`src/rtl/vic_pkg.sv`:
```
package vic_pkg;
   // word indices (byte offset >> 2) of the control words
   localparam int unsigned W_ACK   = 64;
   localparam int unsigned W_CUR   = 65;
   localparam int unsigned W_PEND  = 66;
   localparam int unsigned W_MASK  = 67;
   localparam int unsigned W_MEN   = 68;
   localparam int unsigned W_MDIS  = 69;
   localparam int unsigned W_PSET  = 70;
   localparam int unsigned W_PCLR  = 71;
   localparam int unsigned W_EOS   = 72;
   localparam int unsigned W_SPUR  = 73;
   // word regions for the per-source tables
   localparam int unsigned W_MODE0 = 0;
   localparam int unsigned W_VEC0  = 32;
   localparam int unsigned REGION  = 32;
   // mode word bit positions
   localparam int unsigned MB_EDGE = 4;
   localparam int unsigned MB_INV  = 5;
endpackage

```
`src/rtl/vic_src_cell.sv`:
```
module vic_src_cell (
   input  logic clk,
   input  logic rst_n,
   input  logic src_i,
   input  logic edge_mode_i,
   input  logic invert_i,
   input  logic set_i,
   input  logic clr_i,
   output logic pend_o
);
   logic [1:0] sync_q;
   logic       prev_q;
   logic       lat_q;
   logic       rise, fall, edge_hit, level_on;

   always_ff @(posedge clk or negedge rst_n) begin
      if (!rst_n) begin
         sync_q <= '0;
         prev_q <= 1'b0;
      end else begin
         sync_q <= {sync_q[0], src_i};
         prev_q <= sync_q[1];
      end
   end

   assign rise     = sync_q[1] & ~prev_q;
   assign fall     = ~sync_q[1] & prev_q;
   assign edge_hit = edge_mode_i & (invert_i ? fall : rise);
   assign level_on = ~edge_mode_i & (sync_q[1] ^ invert_i);

   always_ff @(posedge clk or negedge rst_n) begin
      if (!rst_n)                 lat_q <= 1'b0;
      else if (edge_hit || set_i) lat_q <= 1'b1;
      else if (clr_i)             lat_q <= 1'b0;
   end

   assign pend_o = lat_q | level_on;
endmodule

```
`src/rtl/vic_prio_pick.sv`:
```
module vic_prio_pick #(
   parameter int unsigned N_SRC  = 32,
   parameter int unsigned PRIO_W = 3,
   localparam int unsigned SRC_W = $clog2(N_SRC)
) (
   input  logic [N_SRC-1:0]             req_i,
   input  logic [N_SRC-1:0][PRIO_W-1:0] prio_i,
   output logic                         valid_o,
   output logic [SRC_W-1:0]             idx_o,
   output logic [PRIO_W-1:0]            prio_o
);
   // descending scan with >= keeps the lowest index on a tie
   always_comb begin
      valid_o = 1'b0;
      idx_o   = '0;
      prio_o  = '0;
      for (int i = N_SRC - 1; i >= 0; i--) begin
         if (req_i[i] && (!valid_o || prio_i[i] >= prio_o)) begin
            valid_o = 1'b1;
            idx_o   = SRC_W'(i);
            prio_o  = prio_i[i];
         end
      end
   end
endmodule

```
`src/rtl/vic_nest_stack.sv`:
```
module vic_nest_stack #(
   parameter int unsigned DEPTH  = 8,
   parameter int unsigned SRC_W  = 5,
   parameter int unsigned PRIO_W = 3,
   localparam int unsigned DW    = $clog2(DEPTH + 1),
   localparam int unsigned PW    = (DEPTH > 1) ? $clog2(DEPTH) : 1
) (
   input  logic              clk,
   input  logic              rst_n,
   input  logic              push_i,
   input  logic [SRC_W-1:0]  push_src_i,
   input  logic [PRIO_W-1:0] push_prio_i,
   input  logic              pop_i,
   output logic [DW-1:0]     depth_o,
   output logic [SRC_W-1:0]  top_src_o,
   output logic [PRIO_W-1:0] top_prio_o
);
   logic [SRC_W-1:0]  src_q  [DEPTH];
   logic [PRIO_W-1:0] prio_q [DEPTH];
   logic [DW-1:0]     depth_q;
   logic [PW-1:0]     top_ptr;

   assign top_ptr = (depth_q == '0) ? '0 : PW'(depth_q - 1'b1);

   always_ff @(posedge clk or negedge rst_n) begin
      if (!rst_n) begin
         depth_q <= '0;
         for (int i = 0; i < DEPTH; i++) begin
            src_q[i]  <= '0;
            prio_q[i] <= '0;
         end
      end else if (push_i && depth_q < DW'(DEPTH)) begin
         src_q[PW'(depth_q)]  <= push_src_i;
         prio_q[PW'(depth_q)] <= push_prio_i;
         depth_q              <= depth_q + 1'b1;
      end else if (pop_i && depth_q != '0) begin
         depth_q <= depth_q - 1'b1;
      end
   end

   assign depth_o    = depth_q;
   assign top_src_o  = src_q[top_ptr];
   assign top_prio_o = prio_q[top_ptr];
endmodule

```
`src/rtl/vic_ctrl.sv`:
```
module vic_ctrl #(
   parameter int unsigned N_SRC      = 32,
   parameter int unsigned PRIO_W     = 3,
   parameter int unsigned NEST_DEPTH = 8,
   parameter int unsigned ADDR_W     = 9,
   parameter int unsigned DATA_W     = 32
) (
   input  logic              clk,
   input  logic              rst_n,
   input  logic [N_SRC-1:0]  src_i,
   input  logic [ADDR_W-1:0] bus_addr,
   input  logic              bus_wr,
   input  logic              bus_rd,
   input  logic [DATA_W-1:0] bus_wdata,
   output logic [DATA_W-1:0] bus_rdata,
   output logic              irq_o
);
   import vic_pkg::*;

   localparam int unsigned SRC_W   = $clog2(N_SRC);
   localparam int unsigned DEPTH_W = $clog2(NEST_DEPTH + 1);
   localparam int unsigned WORD_W  = ADDR_W - 2;

   generate
      if (N_SRC < 2 || N_SRC > REGION) begin : g_bad_nsrc
         $error("vic_ctrl: N_SRC must lie in 2..32");
      end
      if (PRIO_W < 1 || PRIO_W > MB_EDGE) begin : g_bad_prio
         $error("vic_ctrl: PRIO_W must lie in 1..4");
      end
      if (ADDR_W < 9) begin : g_bad_addr
         $error("vic_ctrl: ADDR_W must be at least 9");
      end
      if (DATA_W < N_SRC || DATA_W < 8) begin : g_bad_data
         $error("vic_ctrl: DATA_W too narrow");
      end
      if (NEST_DEPTH < (1 << PRIO_W)) begin : g_bad_depth
         $error("vic_ctrl: NEST_DEPTH must cover every priority level");
      end
   endgenerate

   logic [WORD_W-1:0]             word;
   logic [N_SRC-1:0][PRIO_W-1:0]  prio_q;
   logic [N_SRC-1:0]              edge_q, inv_q;
   logic [DATA_W-1:0]             vec_q [N_SRC];
   logic [N_SRC-1:0]              mask_q;
   logic [DATA_W-1:0]             spur_q;
   logic [N_SRC-1:0]              pend;
   logic                          win_valid;
   logic [SRC_W-1:0]              win_idx;
   logic [PRIO_W-1:0]             win_prio;
   logic [DEPTH_W-1:0]            depth;
   logic [SRC_W-1:0]              top_src;
   logic [PRIO_W-1:0]             top_prio;
   logic [PRIO_W:0]               win_lvl, top_lvl;
   logic                          ack_fire, eos_fire;
   logic                          wr_set, wr_clr, wr_men, wr_mdis, wr_spur;

   assign word    = bus_addr[ADDR_W-1:2];
   assign wr_set  = bus_wr && word == WORD_W'(W_PSET);
   assign wr_clr  = bus_wr && word == WORD_W'(W_PCLR);
   assign wr_men  = bus_wr && word == WORD_W'(W_MEN);
   assign wr_mdis = bus_wr && word == WORD_W'(W_MDIS);
   assign wr_spur = bus_wr && word == WORD_W'(W_SPUR);
   assign eos_fire = bus_wr && word == WORD_W'(W_EOS);
   assign ack_fire = bus_rd && word == WORD_W'(W_ACK) && irq_o;

   // per-source configuration words
   always_ff @(posedge clk or negedge rst_n) begin
      if (!rst_n) begin
         prio_q <= '0;
         edge_q <= '0;
         inv_q  <= '0;
         for (int i = 0; i < N_SRC; i++) vec_q[i] <= '0;
      end else if (bus_wr) begin
         for (int i = 0; i < N_SRC; i++) begin
            if (word == WORD_W'(W_MODE0 + i)) begin
               prio_q[i] <= bus_wdata[PRIO_W-1:0];
               edge_q[i] <= bus_wdata[MB_EDGE];
               inv_q[i]  <= bus_wdata[MB_INV];
            end
            if (word == WORD_W'(W_VEC0 + i)) vec_q[i] <= bus_wdata;
         end
      end
   end

   always_ff @(posedge clk or negedge rst_n) begin
      if (!rst_n) begin
         mask_q <= '0;
         spur_q <= '0;
      end else begin
         if (wr_men)  mask_q <= mask_q | bus_wdata[N_SRC-1:0];
         if (wr_mdis) mask_q <= mask_q & ~bus_wdata[N_SRC-1:0];
         if (wr_spur) spur_q <= bus_wdata;
      end
   end

   generate
      for (genvar g = 0; g < N_SRC; g++) begin : g_src
         vic_src_cell u_cell (
            .clk         (clk),
            .rst_n       (rst_n),
            .src_i       (src_i[g]),
            .edge_mode_i (edge_q[g]),
            .invert_i    (inv_q[g]),
            .set_i       (wr_set && bus_wdata[g]),
            .clr_i       ((wr_clr && bus_wdata[g]) ||
                          (ack_fire && win_idx == SRC_W'(g))),
            .pend_o      (pend[g])
         );
      end
   endgenerate

   vic_prio_pick #(.N_SRC(N_SRC), .PRIO_W(PRIO_W)) u_pick (
      .req_i   (pend & mask_q),
      .prio_i  (prio_q),
      .valid_o (win_valid),
      .idx_o   (win_idx),
      .prio_o  (win_prio)
   );

   vic_nest_stack #(.DEPTH(NEST_DEPTH), .SRC_W(SRC_W), .PRIO_W(PRIO_W)) u_stack (
      .clk         (clk),
      .rst_n       (rst_n),
      .push_i      (ack_fire),
      .push_src_i  (win_idx),
      .push_prio_i (win_prio),
      .pop_i       (eos_fire),
      .depth_o     (depth),
      .top_src_o   (top_src),
      .top_prio_o  (top_prio)
   );

   // levels are offset by one so that an empty stack sits below priority 0
   assign win_lvl = {1'b0, win_prio} + 1'b1;
   assign top_lvl = (depth == '0) ? '0 : {1'b0, top_prio} + 1'b1;
   assign irq_o   = win_valid && (win_lvl > top_lvl) &&
                    (depth < DEPTH_W'(NEST_DEPTH));

   always_comb begin
      bus_rdata = '0;
      if (word < WORD_W'(W_VEC0)) begin
         for (int i = 0; i < N_SRC; i++)
            if (word == WORD_W'(W_MODE0 + i))
               bus_rdata = DATA_W'({inv_q[i], edge_q[i], {(MB_EDGE - PRIO_W){1'b0}}, prio_q[i]});
      end else if (word < WORD_W'(W_VEC0 + REGION)) begin
         for (int i = 0; i < N_SRC; i++)
            if (word == WORD_W'(W_VEC0 + i)) bus_rdata = vec_q[i];
      end else begin
         case (word)
            WORD_W'(W_ACK):  bus_rdata = irq_o ? vec_q[win_idx] : spur_q;
            WORD_W'(W_CUR):  bus_rdata = (depth == '0) ? '0 : DATA_W'(top_src);
            WORD_W'(W_PEND): bus_rdata = DATA_W'(pend);
            WORD_W'(W_MASK): bus_rdata = DATA_W'(mask_q);
            WORD_W'(W_SPUR): bus_rdata = spur_q;
            default:         bus_rdata = '0;
         endcase
      end
   end
endmodule

```
`config.mk`:
```
export PLATFORM = sky130hd
export DESIGN_NAME = vic_ctrl
export DESIGN_NICKNAME = d
export VERILOG_FILES = /design/src/rtl/vic_pkg.sv /design/src/rtl/vic_src_cell.sv /design/src/rtl/vic_prio_pick.sv /design/src/rtl/vic_nest_stack.sv /design/src/rtl/vic_ctrl.sv
export SDC_FILE = /design/constraint.sdc
export NUM_CORES = 2
export LEC_CHECK = 0
export BUFFER_PORTS_ARGS = -buffer_cell sky130_fd_sc_hd__buf_2
export CAP_MARGIN = 40
export CORE_MARGIN = 1.5
export CORE_UTILIZATION = 35
export DETAILED_ROUTE_END_ITERATION = 8
export SYNTH_ARGS = -nofsm -noshare
export SYNTH_HDL_FRONTEND = slang
export SYNTH_SLANG_ARGS = --single-unit
```
`constraint.sdc`:
```
create_clock -name clk -period 92 [get_ports clk]
set_input_delay 18.4 -clock clk [delete_from_list [all_inputs] [get_ports clk]]
set_output_delay 18.4 -clock clk [all_outputs]
set_load 0.02 [all_outputs]
```
Word-level counts from Yosys, hierarchy flattened

Cells that the tools add are included.

Logic and storage cells: 1335
Output and inout port bits: 33
Input port bits: 77
Register bits after elaboration: 1444

$add $sub $neg: 4
Reductions and logical operators: 368
Mux-type cells: 282
Magnitude comparators: 39
Bitwise logic cells: 295
Equal/unequal tests: 104

Operator list:

| kind               | count |
|---|---|
| $mux 32            | 70 |
| $eq 7x6->1 const B | 32 |
| $mux 5             | 36 |
| $bmux 32 s5        | 1 |
| $pmux 32 s5        | 1 |
| $logic_and 1x1->1  | 140 |
| $and 1x1->1        | 128 |
| $mux 1             | 128 |
| $reduce_and 2->1   | 64 |
| $eq 7x5->1 const B | 16 |
| $mux 3             | 36 |
| $not 1->1          | 96 |
| $logic_or 1x1->1   | 95 |
| $ge 3x3->1         | 31 |
| $eq 5x5->1 const B | 16 |
| $eq 7x7->1 const B | 10 |
| $reduce_bool 2->1  | 34 |
| $and 32x32->32     | 2 |
| $eq 7x4->1 const B | 8 |
| $bwmux 40          | 1 |
| $eq 5x4->1 const B | 8 |
| $not 32->32        | 1 |
| $or 1x1->1         | 32 |
| $or 32x32->32      | 1 |
| other kinds (31)   | 105 |

Longest topological paths before layout

Word-level depth: 138
Gate-level depth with buffers: 246
Mapped depth without buffers: 238

Modules after synthesis

Synthesis repeated with hierarchy kept, for this count alone.

Cells, all modules: 6677
Area total of the unflattened synthesis: 80334.5 um^2

Modules (own cells, without submodules):

| module         | instances | cells an instance | area an instance (um^2) |
|---|---|---|---|
| vic_ctrl       | 1         | 5321              | 67224.5 |
| vic_prio_pick  | 1         | 744               | 5034.8 |
| vic_src_cell   | 32        | 11                | 146.4 |
| vic_nest_stack | 1         | 260               | 3390.8 |

Least setup slack after synthesis

Ideal clock, no wire load.

Kind: register -> output
Start: register inv_q[31]
End: output bus_rdata[0]
Arrival time: 44687 ps
Path slack: 28913 ps
Stages on the path, launching flop included: 230
Data required time: 73600 ps
Cells stage by stage: dfrtp_1 -> xor2_1 -> o211a_1 -> and2_1 -> ha_1 -> nand2b_1 -> a211oi_1 -> o21a_1 -> nor2_1 -> a22o_1 -> ha_1 -> nand2b_1 -> a21o_1 -> a221oi_2 -> nor2_1 -> a221oi_1 -> nor2_1 -> ha_1 -> [... 194 more ...] -> a211oi_1 -> or2_2 -> clkbuf_1 -> mux2i_1 -> inv_1 -> ha_1 -> ha_1 -> nor2b_1 -> o21a_1 -> o21a_1 -> o21ai_0 -> a21o_1 -> clkbuf_1 -> inv_1 -> nor2_1 -> a211oi_1 -> o31a_1 -> a221oi_1

Word-level cells in the longest chain between the ends: 137
Elaborated cells on any way between the ends: 236

Ends and longest elaborated chain:

| element                                       | line                | text |
|---|---|---|
| start: declaration                            | vic_ctrl.sv:44      | `logic [N_SRC-1:0] edge_q, inv_q;` |
| start signal: indexed assignment              | vic_ctrl.sv:80      | `inv_q[i] <= bus_wdata[MB_INV];` |
| $xor 1x1->1 *                                 | vic_src_cell.sv:29  | `assign level_on = ~edge_mode_i & (sync_q[1] ^ invert_i);` |
| $and 1x1->1 *                                 | vic_src_cell.sv:29  |  |
| $or 1x1->1 *                                  | vic_src_cell.sv:37  | `assign pend_o = lat_q \| level_on;` |
| $and 32x32->32 *                              | vic_ctrl.sv:115     | `.req_i (pend & mask_q),` |
| $mux 3 or $mux 1 (tied branches)              | vic_prio_pick.sv:18 | `if (req_i[i] && (!valid_o \|\| prio_i[i] >= prio_o)) begin` |
| $ge 3x3->1 or $logic_not 1->1 (tied branches) | vic_prio_pick.sv:18 |  |
| $logic_or 1x1->1                              | vic_prio_pick.sv:18 |  |
| $logic_and 1x1->1                             | vic_prio_pick.sv:18 |  |
| [... 121 more ...]                            | -                   |  |
| via u_pick.prio_o[0]                          | vic_prio_pick.sv:10 | `output logic [PRIO_W-1:0] prio_o` |
| $add 3x1->4 *                                 | vic_ctrl.sv:135     | `assign win_lvl = {1'b0, win_prio} + 1'b1;` |
| $gt 4x4->1 *                                  | vic_ctrl.sv:137     | `assign irq_o = win_valid && (win_lvl > top_lvl) &&` |
| $logic_and 1x1->1 * (2 in a row)              | vic_ctrl.sv:137     |  |
| $mux 32 *                                     | vic_ctrl.sv:151     | `WORD_W'(W_ACK): bus_rdata = irq_o ? vec_q[win_idx] : spur_q;` |
| $pmux 32 s5 *                                 | vic_ctrl.sv:150     | `case (word)` |
| $mux 32 *                                     | vic_ctrl.sv:146     | `end else if (word < WORD_W'(W_VEC0 + REGION)) begin` |
| $mux 32 *                                     | vic_ctrl.sv:142     | `if (word < WORD_W'(W_VEC0)) begin` |
| end: declaration                              | vic_ctrl.sv:15      | `output logic [DATA_W-1:0] bus_rdata,` |

Mark *: on every way through the listed nets, which the timed path passes. The rest lies on a longest branch. The select of a mux whose other input is x is not followed.

Final worst setup path

Start: register inv_q[31]
End: output bus_rdata[2]

The elaborated chain is that of the path after synthesis.

==> impl_metrics.py <==
metrics = {
    "run_status": {
        "outcome": "finished, final reports clean",
    },
    "yosys": {
        "ys_ff_latch": 1444,
        "yosys.cell_types.count": 105,
        "synth_area_leaders": "dfrtp_1, mux2_2, nand2_1, o21ai_0, a22oi_1",
        "syn_inst": 7236,
        "yosysMostFrequentCell": "dfrtp_1",
        "ys_warn_count": 0,
        "yosysSeqAreaShare": 0.469,
        "syn_area_um2": 77000,
        "yosys.area.top_type": "dfrtp_1",
        "synth-async-reset-ratio": 1.00,
        "synth_edf_count": 0,
        "synth-main-ff-cell": "dfrtp_1",
        "netlist.area_leader.share": 0.469,
        "synth_common_cells": "dfrtp_1, mux2_2, nand2_1",
        "avgSynthCellArea_um2": 10.6,
        "synth_fp_nets": 7390,
    },
    "power": {
        "leakagePower_nw": 39.6,
        "ir_worst_vdd_v": 0.0000926,
        "powerDensity_nw_per_um2": 40.8,
        "total_power_mw": 3.56,
    },
    "setup_path": {
        "arrival_ps": 54920,
        "worst_path_max_delay_cell": "o41ai_1",
        "r2r_slack_ps": 37940,
        "r2r-end": "g_src[7].u_cell.lat_q",
        "cp_max_fo": 19,
        "r2r-start": "inv_q[31]",
        "reg2regPathDepth": 228,
        "worst_setup_path_end_kind": "primary output",
        "setup.worst_path.start_class": "register",
        "critical_path_class": "register to primary output",
        "cpPeakStageDelay_ps": 800,
        "crit_top_cell": "ha_1",
        "required_ps": 73600,
    },
    "clocking": {
        "clk_latency_ps": 860,
        "cts_tree": "yes",
        "clock_sink_count": 1444,
        "cts_buffers": 159,
        "postCtsSetupBuffers": 0,
        "hold_buffers": 0,
        "clkTransAtPathRegs_ps": 60,
        "cts_resized": 0,
        "cts_max_level": 4,
        "clk_path_buf_depth": 3,
        "root_buffer": "clkbuf_16",
    },
    "timing": {
        "fin_skew_ps": 65.4,
        "fmax_mhz": 13.6,
        "slew_headroom": 0.0317,
        "maxSlewViolCount": 0,
        "worst_pin_slew_ps": 1450,
        "setup-tns-final_ps": 0,
        "fin_crit_ps": 73320,
        "setup_viol": 0,
        "layout_worst_path_cycle_share": 0.797,
        "final-hold-violation-count": 0,
        "fin_ws_ps": 18680,
        "hold_slack_ps": 346,
        "grt_setup_unrepaired": "false",
    },
    "grt": {
        "grt_overflow": 0,
        "antenna_found_initial": 40,
        "grtUsageTotal": 0.311,
        "grt_pass1_vias": 65800,
        "grt_pass1_wl_mm": 499,
        "grt_start_max_net_pins": 170,
    },
    "die": {
        "die_h_um": 472,
        "initial_core_util": 0.353,
        "row_count": 171,
        "fp.dieW_um": 472,
        "io_pins": 110,
        "coreArea_um2": 218000,
        "die_area_um2": 223000,
    },
    "detailed_routing": {
        "vias": 69500,
        "drc": 0,
        "routed_via_density": 6.83,
        "drt-wirelength-per-cell_um": 35.2,
        "drt-pass1-iter-count": 9,
        "dr.first_iter.drc_count": 12100,
        "routed_wl_mm": 358,
        "postRouteAntennaNets": 0,
    },
    "worst_hold_path": {
        "min_to": "g_src[6].u_cell.sync_q[1]",
        "hp-start": "g_src[6].u_cell.sync_q[0]",
        "whs_path_depth": 0,
        "min_path_type": "register to register",
    },
    "final_layout": {
        "nets": 7311,
        "syn2layout_area_growth_pct": 13.5,
        "layout-drive-gt1-share": 0.279,
        "final_cell_area_um2": 87400,
        "n_fill_cell": 20900,
    },
    "place": {
        "port_buffers": 107,
        "dp_hpwl_mm": 226,
        "gp_congestion": 0.992,
        "dpl_cell_area_um2": 81800,
        "pre_cts_slack_ps": 21210,
    },
    "run": {
        "cap_violations": 0,
    },
}
[flip-flops by register name, indices dropped and copies added, names as in the netlist, named ones only]
signal,cells
edge_q,32
u_stack.prio_q,24
spur_q,32
g_src.u_cell.prev_q,32
vec_q,1024
u_stack.depth_o,4
u_stack.src_q,40
g_src.u_cell.sync_q,64
prio_q,96
inv_q,32
g_src.u_cell.lat_q,32
[per-layer routing]
layer	GRT usage	part of all wire	up-vias
met1	0.398	0.37	34800
li1	-	-	27200
met4	0.207	0.080	28
met2	0.431	0.40	5915
met3	0.118	0.15	1560
met5	0.00260	0.00087	-
[layout by cell type, fill, tap and decap left out, drive strengths merged, types with 87 or more instances in the layout]
cell type	Yosys	layout
buf	230	342
nand3	251	251
a21oi	277	277
nor2	367	367
nand2	642	642
a22oi	209	209
mux2	1279	1279
a31oi	108	108
dfrtp	1444	1444
a221oi	137	137
clkbuf	355	235
a22o	87	87
o22ai	110	110
nor3	99	99
o21ai	360	360
inv	87	96
[worst max-delay path by stage]
stage	startpoint	endpoint	slack, ps	cells after the start
final	inv_q[31]	bus_rdata[2]	18680	229
after global routing	inv_q[31]	bus_rdata[2]	14900	230
after CTS	inv_q[31]	bus_rdata[2]	20080	226
after detailed placement	inv_q[31]	bus_rdata[2]	21210	226
after global placement	inv_q[31]	bus_rdata[6]	20450	225
after floorplan	inv_q[31]	bus_rdata[0]	28910	229
[through the flow]
step                      instances  utilization
after floorplan                7236            -
after global placement         9789        0.371
after detailed placement       9844        0.376
after CTS                     10100        0.400
after global routing          10100        0.401
final                         10200        0.401
[where the power goes]
part | leakage (nW) | total [mW] | switching [mW] | internal, mW
clock network | 2.66 | 0.677 | 0.290 | 0.387
logic | 17.5 | 2.15 | 1.56 | 0.590
registers | 19.4 | 0.739 | 0.0511 | 0.688
total | 39.6 | 3.56 | 1.90 | 1.67
[kinds of logic (layout without fill, tap and decap cells)]
group	count (synthesis)	count (layout)	share of synthesized area
compound gates	1889	1889	0.174
simple gates	1759	1759	0.107
flops	1444	1444	0.469
mux	1356	1356	0.197
buf+inv	673	722	0.0349
fa+ha+maj	79	79	0.0128
xor+xnor	36	36	0.00410
other cells	0	37	0
[worst max-delay path, delay by kind of cell, from the launching register on]
| kind | cells | cell delay (ps) |
|---|---|---|
| compound gates | 89 | 22700 |
| simple gates | 82 | 13960 |
| fa+ha+maj | 35 | 9920 |
| buf+inv | 14 | 3470 |
| mux | 8 | 3250 |
| flops | 1 | 470 |
| xor+xnor | 1 | 230 |
[final cells by class]
class,instances,area [um^2],share of cell area
multi-input cells,5119,38800,0.444
flip-flops and latches,1444,36100,0.414
clock buffers,233,4610,0.0527
well taps,2854,3570,0.0409
repair buffers,345,3020,0.0346
clock inverters,56,806,0.00922
inverters,88,330,0.00378
diodes,37,92.6,0.00106
Power figures use the tool's default switching activity.
